--- src/rtl/timer_reg_pkg.sv ---
package timer_reg_pkg;
  typedef enum logic [1:0] {
    ACC_LATCH = 2'd0,
    ACC_LO    = 2'd1,
    ACC_HI    = 2'd2,
    ACC_LOHI  = 2'd3
  } acc_e;

  localparam logic [2:0] MODE_RATE = 3'd2;

  typedef struct packed {
    logic [1:0] chan;
    acc_e       acc;
    logic [2:0] mode;
  } cmd_t;
endpackage

--- src/rtl/timer_cmd_decode.sv ---
module timer_cmd_decode
  import timer_reg_pkg::*;
#(
  parameter int CH_N = 3
) (
  input  logic            cmd_valid_i,
  input  logic [7:0]      wdata_i,
  output logic [CH_N-1:0] sel_o,
  output acc_e            acc_o,
  output logic [2:0]      mode_o
);
  cmd_t cmd;
  logic unused_bit0;

  assign cmd         = cmd_t'(wdata_i[7:1]);
  assign unused_bit0 = wdata_i[0];
  assign acc_o       = cmd.acc;
  assign mode_o      = cmd.mode;

  // channel field values at or above CH_N select nothing
  for (genvar i = 0; i < CH_N; i++) begin : g_sel
    assign sel_o[i] = cmd_valid_i && (cmd.chan == 2'(i));
  end
endmodule

--- src/rtl/timer_chan_regs.sv ---
module timer_chan_regs
  import timer_reg_pkg::*;
#(
  parameter int BYTE_W = 8,
  localparam int CNT_W = 2 * BYTE_W
) (
  input  logic              clk_i,
  input  logic              rst_ni,
  input  logic              cmd_i,
  input  acc_e              cmd_acc_i,
  input  logic [2:0]        cmd_mode_i,
  input  logic              wr_i,
  input  logic              rd_i,
  input  logic [BYTE_W-1:0] wdata_i,
  input  logic [CNT_W-1:0]  count_i,
  input  logic              running_i,
  output logic [CNT_W-1:0]  reload_o,
  output logic [2:0]        mode_o,
  output logic              arm_o,
  output logic [BYTE_W-1:0] rdata_o
);
  acc_e              acc_q;
  logic [2:0]        mode_q;
  logic              wr_hi_q, rd_hi_q, latched_q, arm_q;
  logic [CNT_W-1:0]  latch_q, reload_q, rd_src;
  logic              arm_ok;

  assign arm_ok = !(running_i && mode_q == MODE_RATE);
  assign rd_src = latched_q ? latch_q : count_i;
  assign rdata_o = rd_hi_q ? rd_src[CNT_W-1:BYTE_W] : rd_src[BYTE_W-1:0];

  always_ff @(posedge clk_i or negedge rst_ni) begin
    if (!rst_ni) begin
      acc_q     <= ACC_LOHI;
      mode_q    <= '0;
      wr_hi_q   <= 1'b0;
      rd_hi_q   <= 1'b0;
      latched_q <= 1'b0;
      latch_q   <= '0;
      reload_q  <= '0;
      arm_q     <= 1'b0;
    end else begin
      arm_q <= 1'b0;
      if (cmd_i) begin
        if (cmd_acc_i != ACC_LATCH) begin
          acc_q   <= cmd_acc_i;
          mode_q  <= cmd_mode_i;
          wr_hi_q <= (cmd_acc_i == ACC_HI);
        end else if (!latched_q) begin
          latched_q <= 1'b1;
          latch_q   <= count_i;
        end
      end else if (wr_i) begin
        if (!wr_hi_q) begin
          reload_q[BYTE_W-1:0] <= wdata_i;
          if (acc_q == ACC_LOHI) wr_hi_q <= 1'b1;
          else                   arm_q   <= arm_ok;
        end else begin
          reload_q[CNT_W-1:BYTE_W] <= wdata_i;
          if (acc_q == ACC_LOHI) wr_hi_q <= 1'b0;
          arm_q <= arm_ok;
        end
      end
      if (rd_i) begin
        rd_hi_q <= ~rd_hi_q;
        if (rd_hi_q && latched_q) latched_q <= 1'b0;
      end
    end
  end

  assign reload_o = reload_q;
  assign mode_o   = mode_q;
  assign arm_o    = arm_q;

  a_r7_arm_after_write: assert property (@(posedge clk_i) disable iff (!rst_ni)
    arm_o |-> $past(wr_i));
  a_r7_no_arm_rate_running: assert property (@(posedge clk_i) disable iff (!rst_ni)
    $past(wr_i && running_i && mode_q == MODE_RATE) |-> !arm_o);
  a_r2_mode_only_on_cmd: assert property (@(posedge clk_i) disable iff (!rst_ni)
    !$past(cmd_i) |-> $stable(mode_q));
  a_r3_latch_keeps_mode: assert property (@(posedge clk_i) disable iff (!rst_ni)
    $past(cmd_i && cmd_acc_i == ACC_LATCH) |-> $stable(mode_q) && $stable(acc_q));
  a_r9_latch_held: assert property (@(posedge clk_i) disable iff (!rst_ni)
    $past(latched_q) && !$past(rd_i) |-> latched_q && $stable(latch_q));
  a_r8_read_toggles: assert property (@(posedge clk_i) disable iff (!rst_ni)
    $past(rd_i) |-> rd_hi_q != $past(rd_hi_q));
endmodule

--- src/rtl/timer_reg_if.sv ---
module timer_reg_if
  import timer_reg_pkg::*;
#(
  parameter int CH_N   = 3,
  parameter int BYTE_W = 8,
  localparam int CNT_W = 2 * BYTE_W
) (
  input  logic                  clk_i,
  input  logic                  rst_ni,
  input  logic [1:0]            addr_i,
  input  logic [BYTE_W-1:0]     wdata_i,
  input  logic                  wr_i,
  input  logic                  rd_i,
  output logic [BYTE_W-1:0]     rdata_o,
  input  logic [CH_N*CNT_W-1:0] count_i,
  input  logic [CH_N-1:0]       running_i,
  output logic [CH_N*CNT_W-1:0] reload_o,
  output logic [CH_N*3-1:0]     mode_o,
  output logic [CH_N-1:0]       arm_o
);
  localparam logic [1:0] CMD_ADDR = 2'd3;

  logic              cmd_valid;
  logic [CH_N-1:0]   cmd_sel;
  acc_e              cmd_acc;
  logic [2:0]        cmd_mode;
  logic [BYTE_W-1:0] ch_rdata [CH_N];

  assign cmd_valid = wr_i && (addr_i == CMD_ADDR);

  timer_cmd_decode #(.CH_N(CH_N)) u_dec (
    .cmd_valid_i (cmd_valid),
    .wdata_i     (wdata_i[7:0]),
    .sel_o       (cmd_sel),
    .acc_o       (cmd_acc),
    .mode_o      (cmd_mode)
  );

  for (genvar i = 0; i < CH_N; i++) begin : g_ch
    logic hit;
    assign hit = (addr_i == 2'(i));
    timer_chan_regs #(.BYTE_W(BYTE_W)) u_ch (
      .clk_i      (clk_i),
      .rst_ni     (rst_ni),
      .cmd_i      (cmd_sel[i]),
      .cmd_acc_i  (cmd_acc),
      .cmd_mode_i (cmd_mode),
      .wr_i       (wr_i && hit),
      .rd_i       (rd_i && hit),
      .wdata_i    (wdata_i),
      .count_i    (count_i[i*CNT_W +: CNT_W]),
      .running_i  (running_i[i]),
      .reload_o   (reload_o[i*CNT_W +: CNT_W]),
      .mode_o     (mode_o[i*3 +: 3]),
      .arm_o      (arm_o[i]),
      .rdata_o    (ch_rdata[i])
    );
  end

  always_comb begin
    rdata_o = '0;
    for (int i = 0; i < CH_N; i++)
      if (addr_i == 2'(i)) rdata_o = ch_rdata[i];
  end

  a_r10_cmd_one_channel: assert property (@(posedge clk_i) disable iff (!rst_ni)
    $onehot0(cmd_sel));
endmodule

--- config.mk ---
export PLATFORM = sky130hd
export DESIGN_NAME = timer_reg_if
export DESIGN_NICKNAME = d
export VERILOG_FILES = /design/src/rtl/timer_reg_pkg.sv /design/src/rtl/timer_cmd_decode.sv /design/src/rtl/timer_chan_regs.sv /design/src/rtl/timer_reg_if.sv
export SDC_FILE = /design/constraint.sdc
export NUM_CORES = 1
export LEC_CHECK = 0
export BUFFER_PORTS_ARGS = -buffer_cell sky130_fd_sc_hd__buf_2
export CORE_MARGIN = 2
export CORE_UTILIZATION = 25
export DETAILED_ROUTE_END_ITERATION = 6
export PLACE_DENSITY_LB_ADDON = 0.12
export SLEW_MARGIN = 20
export SYNTH_ARGS = -nofsm -noshare
export SYNTH_HDL_FRONTEND = slang
export SYNTH_SLANG_ARGS = --single-unit
export TNS_END_PERCENT = 10
--- constraint.sdc ---
create_clock -name clk_i -period 2.31 [get_ports clk_i]
set_clock_uncertainty 0.05 [all_clocks]
set_input_delay 0.5775 -clock clk_i [delete_from_list [all_inputs] [get_ports clk_i]]
set_output_delay 0.5775 -clock clk_i [all_outputs]
set_load 0.005 [all_outputs]
Yosys cells after proc, flatten, opt, wreduce, memory -nomap -nowiden
Index checks and enable logic that the tools add are counted.
{"block": "totals", "latchBits": 0, "memories": 0, "output_inout_bits": 68, "register_bits": 123, "ram_bits": 0, "elab_cells": 141, "inputBits": 65, "rom_bits": 0}
{"block": "classes", "n_addsub": 0, "shifts": 0, "n_eq_ne": 15, "n_reduce_logical": 40, "div": 0, "n_mux": 49, "multipliers": 0, "n_lt_le_gt_ge": 0, "bitwise_logic": 10}
{"operator": "two-way mux 16 bit", "count": 3}
{"operator": "two-way mux 8 bit", "count": 6}
{"operator": "two-way mux 1 bit", "count": 40}
{"operator": "AND reduction 2 bit", "count": 9}
{"operator": "AND reduction 3 bit", "count": 6}
{"operator": "logical AND 1 bit", "count": 16}
{"operator": "== test 2 bit, second input constant", "count": 7}
{"operator": "NOT 1 bit", "count": 10}
{"operator": "== test 3 x 2 -> 1 bit, second input constant", "count": 3}
{"operator": "nonzero test 2 bit", "count": 4}
{"operator": "!= test 2 bit, second input constant", "count": 3}
{"operator": "== test 2 x 1 -> 1 bit, second input constant", "count": 2}
{"operator": "zero test 2 bit", "count": 2}
{"operator": "zero test 1 bit", "count": 3}

Depth between registers and ports, before layout
{"block": "depth", "ltp_word": 7, "depth_mapped": 6, "ltp_nobuf": 4}

Cells and area by module
From an unflattened synthesis, not the netlist that was laid out.
{"block": "unflattened", "cells_unflattened": 370, "area_unflattened_um2": 5744.3}
{"module": "timer_chan_regs", "n_inst": 3, "seq_area_each_um2": 1028.5, "cells_each": 111, "area_per_inst_um2": 1808.0}
{"module": "timer_reg_if", "n_inst": 1, "seq_area_each_um2": 0.0, "cells_each": 29, "area_per_inst_um2": 252.7}
{"module": "timer_cmd_decode", "n_inst": 1, "seq_area_each_um2": 0.0, "cells_each": 8, "area_per_inst_um2": 67.6}

Least setup slack after synthesis
Ideal clock, no wire load.
{"block": "synth_path", "kind": "input to register", "from": "input port wdata_i[6]", "to": "register g_ch[0].u_ch.latch_q[10]", "arrival_ns": 1.820, "t_required_ns": 2.135, "path_buffers": 3, "setup_ns": 0.125, "path_stages": 6, "path_slack_ns": 0.315, "cell_sequence": "buf_2 -> nor3_4 -> and3b_1 -> buf_4 -> buf_4 -> mux2_2"}
{"block": "synth_between", "elab_chain_cells": 3}
{"item": "from (decl)", "line_no": "timer_reg_if.sv:11", "source": "input logic [BYTE_W-1:0] wdata_i,"}
{"item": "zero test 2 bit", "line_no": "timer_cmd_decode.sv:22", "source": "assign sel_o[i] = cmd_valid_i && (cmd.chan == 2'(i));"}
{"item": "logical AND 1 bit", "line_no": "timer_cmd_decode.sv:22"}
{"item": "AND reduction 2 bit (no source line)"}
{"item": "to (signal assigned)", "line_no": "timer_chan_regs.sv:51", "source": "latch_q <= count_i;"}
{"item": "to (decl)", "line_no": "timer_chan_regs.sv:25", "source": "logic [CNT_W-1:0] latch_q, reload_q, rd_src;"}
Every way passes these cells.
A chain may end at the register's enable or synchronous reset.

Final worst setup path
{"block": "layout_path", "from": "register g_ch[1].u_ch.latched_q", "to": "output port rdata_o[0]"}
{"block": "layout_between", "elab_chain_cells": 4}
{"item": "from (decl)", "line_no": "timer_chan_regs.sv:24", "source": "logic wr_hi_q, rd_hi_q, latched_q, arm_q;"}
{"item": "from (signal assigned)", "line_no": "timer_chan_regs.sv:38", "source": "latched_q <= 1'b0;"}
{"item": "from (signal assigned)", "line_no": "timer_chan_regs.sv:50", "source": "latched_q <= 1'b1;"}
{"item": "from (signal assigned)", "line_no": "timer_chan_regs.sv:66", "source": "if (rd_hi_q && latched_q) latched_q <= 1'b0;"}
{"item": "two-way mux 16 bit"}
{"item": "two-way mux 8 bit", "line_no": "timer_chan_regs.sv:30", "source": "assign rdata_o = rd_hi_q ? rd_src[CNT_W-1:BYTE_W] : rd_src[BYTE_W-1:0];"}
{"item": "two-way mux 8 bit (2 in series)", "line_no": "timer_reg_if.sv:63", "source": "if (addr_i == 2'(i)) rdata_o = ch_rdata[i];"}
{"item": "to (decl)", "line_no": "timer_reg_if.sv:14", "source": "output logic [BYTE_W-1:0] rdata_o,"}
Every way passes these cells.

==> results_dict.tcl <==
set metrics [dict create \
    avgViaCountPerCell 4.51 \
    grt_total_usage_pct 13.1 \
    cp_max_fo 6 \
    p_clk_share_pct 39.5 \
    crit_type "reg2out" \
    swShare_pct 27.2 \
    power_report.internal_total_mw 5.37 \
    hold_path.class "in2async" \
    report.final.hold_viol_count 0 \
    worst_slew_margin_rel_pct 50.6 \
    final_net_count 597 \
    ctsLongestPathBuffers 2 \
    boundary_pin_count 133 \
    setup_slack_ns -0.248 \
    fmaxAchievable_ghz 0.391 \
    fp.dieW_um 155 \
    period_share_pct 111 \
    ys.warnings.count 0 \
    gr-total-overflow 0 \
    detail-route-antenna-nets 0 \
    vias 3740 \
    drt_first_iter_violations 219 \
    synth_edf_count 0 \
    met2RoutedLength_mm 6.87 \
    final_period_minus_worst_setup_slack_ns 2.56 \
    synth_async_sr_flop_share_pct 100 \
    detail_route.wirelength_mm 14.9 \
    finalHoldWorstSlack_ns 0.198 \
    clock-sinks 123 \
    slew_worst_pin_ns 0.742 \
    synth_cell_type_count 37 \
    tritoncts_clock_tree "built" \
    floorplan.initialDensity_pct 25.3 \
    synth_mux_area_share_pct 31.6 \
    status "finished with violations" \
    post_synth_instance_area_um2 5670 \
    yosys-top-cells-area "dfrtp_1 52%, mux2_2 17%, mux4_2 9.5%, mux2_4 4.8%, dfstp_2 2.8%" \
    worstSkewPairLatency_ns 0.41 \
    die_height_um 155 \
    peakVddDrop_v 0.000431 \
    cell_accounting_for_the_most_synthesized_area "dfrtp_1" \
    crit_arrival_ns 1.93 \
    combinationalPowerShare_pct 20.8 \
    violated_checks "setup timing" \
    worst-endpoint-required_ns 1.68 \
    drt-pass1-iter-count 4 \
    drcViolationCount 0 \
    endpoint_kind "primary output" \
    synth_nets 442 \
    gp_congestion 0.733 \
    syn2layout_area_growth_pct 33.1 \
    dpl.hpwl_mm 10.6 \
    grt_start_max_net_pins 124 \
    drive_gt1_share_pct 63.7 \
    cts.htree.levels 4 \
    power.leakage_nw 3.60 \
    final_cell_count_no_fill 830 \
    wire_length_of_the_first_global_routing_pass_mm 23.8 \
    synth-xor-area-share_pct 0.927 \
    synth.top_cell.area_share_pct 51.6 \
    power_switching_mw 2.01 \
    detail_route.wl_per_cell_um 18.0 \
    synth_simple_gate_area_share_pct 7.24 \
    core_area_um2 22400 \
    maxCapViolations 0 \
    synth_top_family_by_area "multiplexers" \
    synth_seq_area_share_pct 54.4 \
    number_of_standard_cell_rows_in_the_floorplan 55 \
    maxUsedRoutingLayer "met4" \
    p_seq_share_pct 39.7 \
    postSynthRegisterBits 123 \
    synthAdderAreaFrac_pct 0 \
    area_fraction_in_compound_gates_after_synthesis_pct 3.44 \
    die_area_um2 23900 \
    finalSetupViolCount 8 \
    synth_cells 377 \
    synth.cells.most_frequent "117 x dfrtp_1, 87 x mux2_2, 30 x nand2_1, 24 x mux4_2, 18 x mux2_4" \
    dominantRegCellSynth "dfrtp_1" \
    met3_wirelength_um 893 \
    setup_bufs_post_cts 0 \
    antenna_found_initial 0 \
    wl_met1_mm 6.98 \
    vias_in_the_first_global_route 4064 \
    total_power_density_per_cell_area_nw_per_um2 978 \
    cts_made_buffers 17 \
    worst_setup_hold_path_clk_slew_ns 0.06 \
    clock_tree.root_cell "clkbuf_16" \
    numPlacedInstances 798 \
    grt_setup_unrepaired "yes" \
    ctsHoldBuffers 0 \
    mean_cell_area_of_the_mapped_netlist_um2 15.0 \
    synth_most_common_cell "dfrtp_1" \
    final-max-slew-violation-count 0 \
    port-buffer-count 132 \
    timing.critical_path.from_type "register" \
    diodes_inserted 0 \
]
power groups by stage:
stage / registers [mW] / logic (mW) / clock network, mW
detailed placement: 2.98 / 1.53 / 0
finish: 2.93 / 1.54 / 2.91
CTS: 2.94 / 1.55 / 3.02
global placement: 2.96 / 1.51 / 0
floorplan: 2.84 / 0.903 / 0
global route: 3.00 / 1.69 / 3.12
layer usage:
metal	global-route usage (%)	vias to the layer above
met1	17.7	1914
met4	3.31	0
met3	4.26	14
li1	-	1701
met2	20.5	111
met5	0	-
sequential cells by signal, indices dropped and copies added (netlist names):
register,cells
g_ch.u_ch.latch_q,48
g_ch.u_ch.reload_o,48
g_ch.u_ch.mode_o,9
g_ch.u_ch.acc_q,6
g_ch.u_ch.arm_o,3
g_ch.u_ch.latched_q,3
g_ch.u_ch.rd_hi_q,3
g_ch.u_ch.wr_hi_q,3
per-stage QoR:
step	area [µm²]	utilization [%]	setup WS (ns)	power, mW	TNS [ns]
3_5_place_dp	6850	30.5	-0.0704	4.50	-0.131
4_1_cts	7520	33.5	-0.298	7.52	-2.14
2_1_floorplan	5670	-	0.315	3.74	0
3_3_place_gp	6850	30.5	-0.0604	4.47	-0.135
6_report	7540	33.6	-0.248	7.38	-1.61
5_1_grt	7540	33.6	-0.341	7.82	-2.47
cell usage in the layout, fill, tap and decap left out, types with 4 or more instances in the layout:
cell type    n
buf_2      130
dfrtp_1    116
mux2_2      87
nand2_1     30
mux4_2      24
buf_4       21
mux2_4      18
clkbuf_16   17
a22oi_2      8
nor2_1       6
dfstp_2      6
buf_12       6
nand3_1      5
nor2_2       4
a22o_1       4
xnor2_1      4
bufinv_16    4
clkinv_4     4
buf_6        4
critical path: stages (launching register included):
cell     delay (ns)
dfrtp_1        0.40
buf_12         0.14
mux4_2         0.54
a22oi_2        0.19
nand2_1        0.11
buf_2          0.14
cells by family after synthesis:
group | Yosys count
AOI/OAI and AO/OA | 27
DFF | 123
buffers and inverters | 25
and+or+nand+nor | 67
xor gates and xnor gates | 6
muxes | 129
cell type report:
cell class	instances	area [µm²]
Multi-Input combinational cell	229	2490
Sequential cell	123	3090
Timing Repair Buffer	161	973
Fill cell	2252	14900
Clock inverter	15	214
Clock buffer	17	425
Tap cell	285	357
worst paths after layout:
kind | start | to | slack (ns) | cells past startpoint
min | rst_ni | g_ch[1].u_ch.reload_o[13] | 0.20 | 2
min in group clk_i | count_i[11] | g_ch[0].u_ch.latch_q[11] | 0.36 | 2
min reg2reg | g_ch[2].u_ch.reload_o[14] | g_ch[2].u_ch.reload_o[14] | 0.45 | 1
max in group asynchronous | rst_ni | g_ch[2].u_ch.latched_q | 1.42 | 2
max | g_ch[1].u_ch.latched_q | rdata_o[0] | -0.25 | 5
max reg2reg | g_ch[1].u_ch.latched_q | g_ch[1].u_ch.latch_q[9] | 0.84 | 3
what timing repair did:
item                       4_1_cts  5_1_grt
hold endpoints to repair         0        0
resized for setup                7        6
setup endpoints to repair        8        8
pin swaps                        3        3
Power figures use the tool's default switching activity.
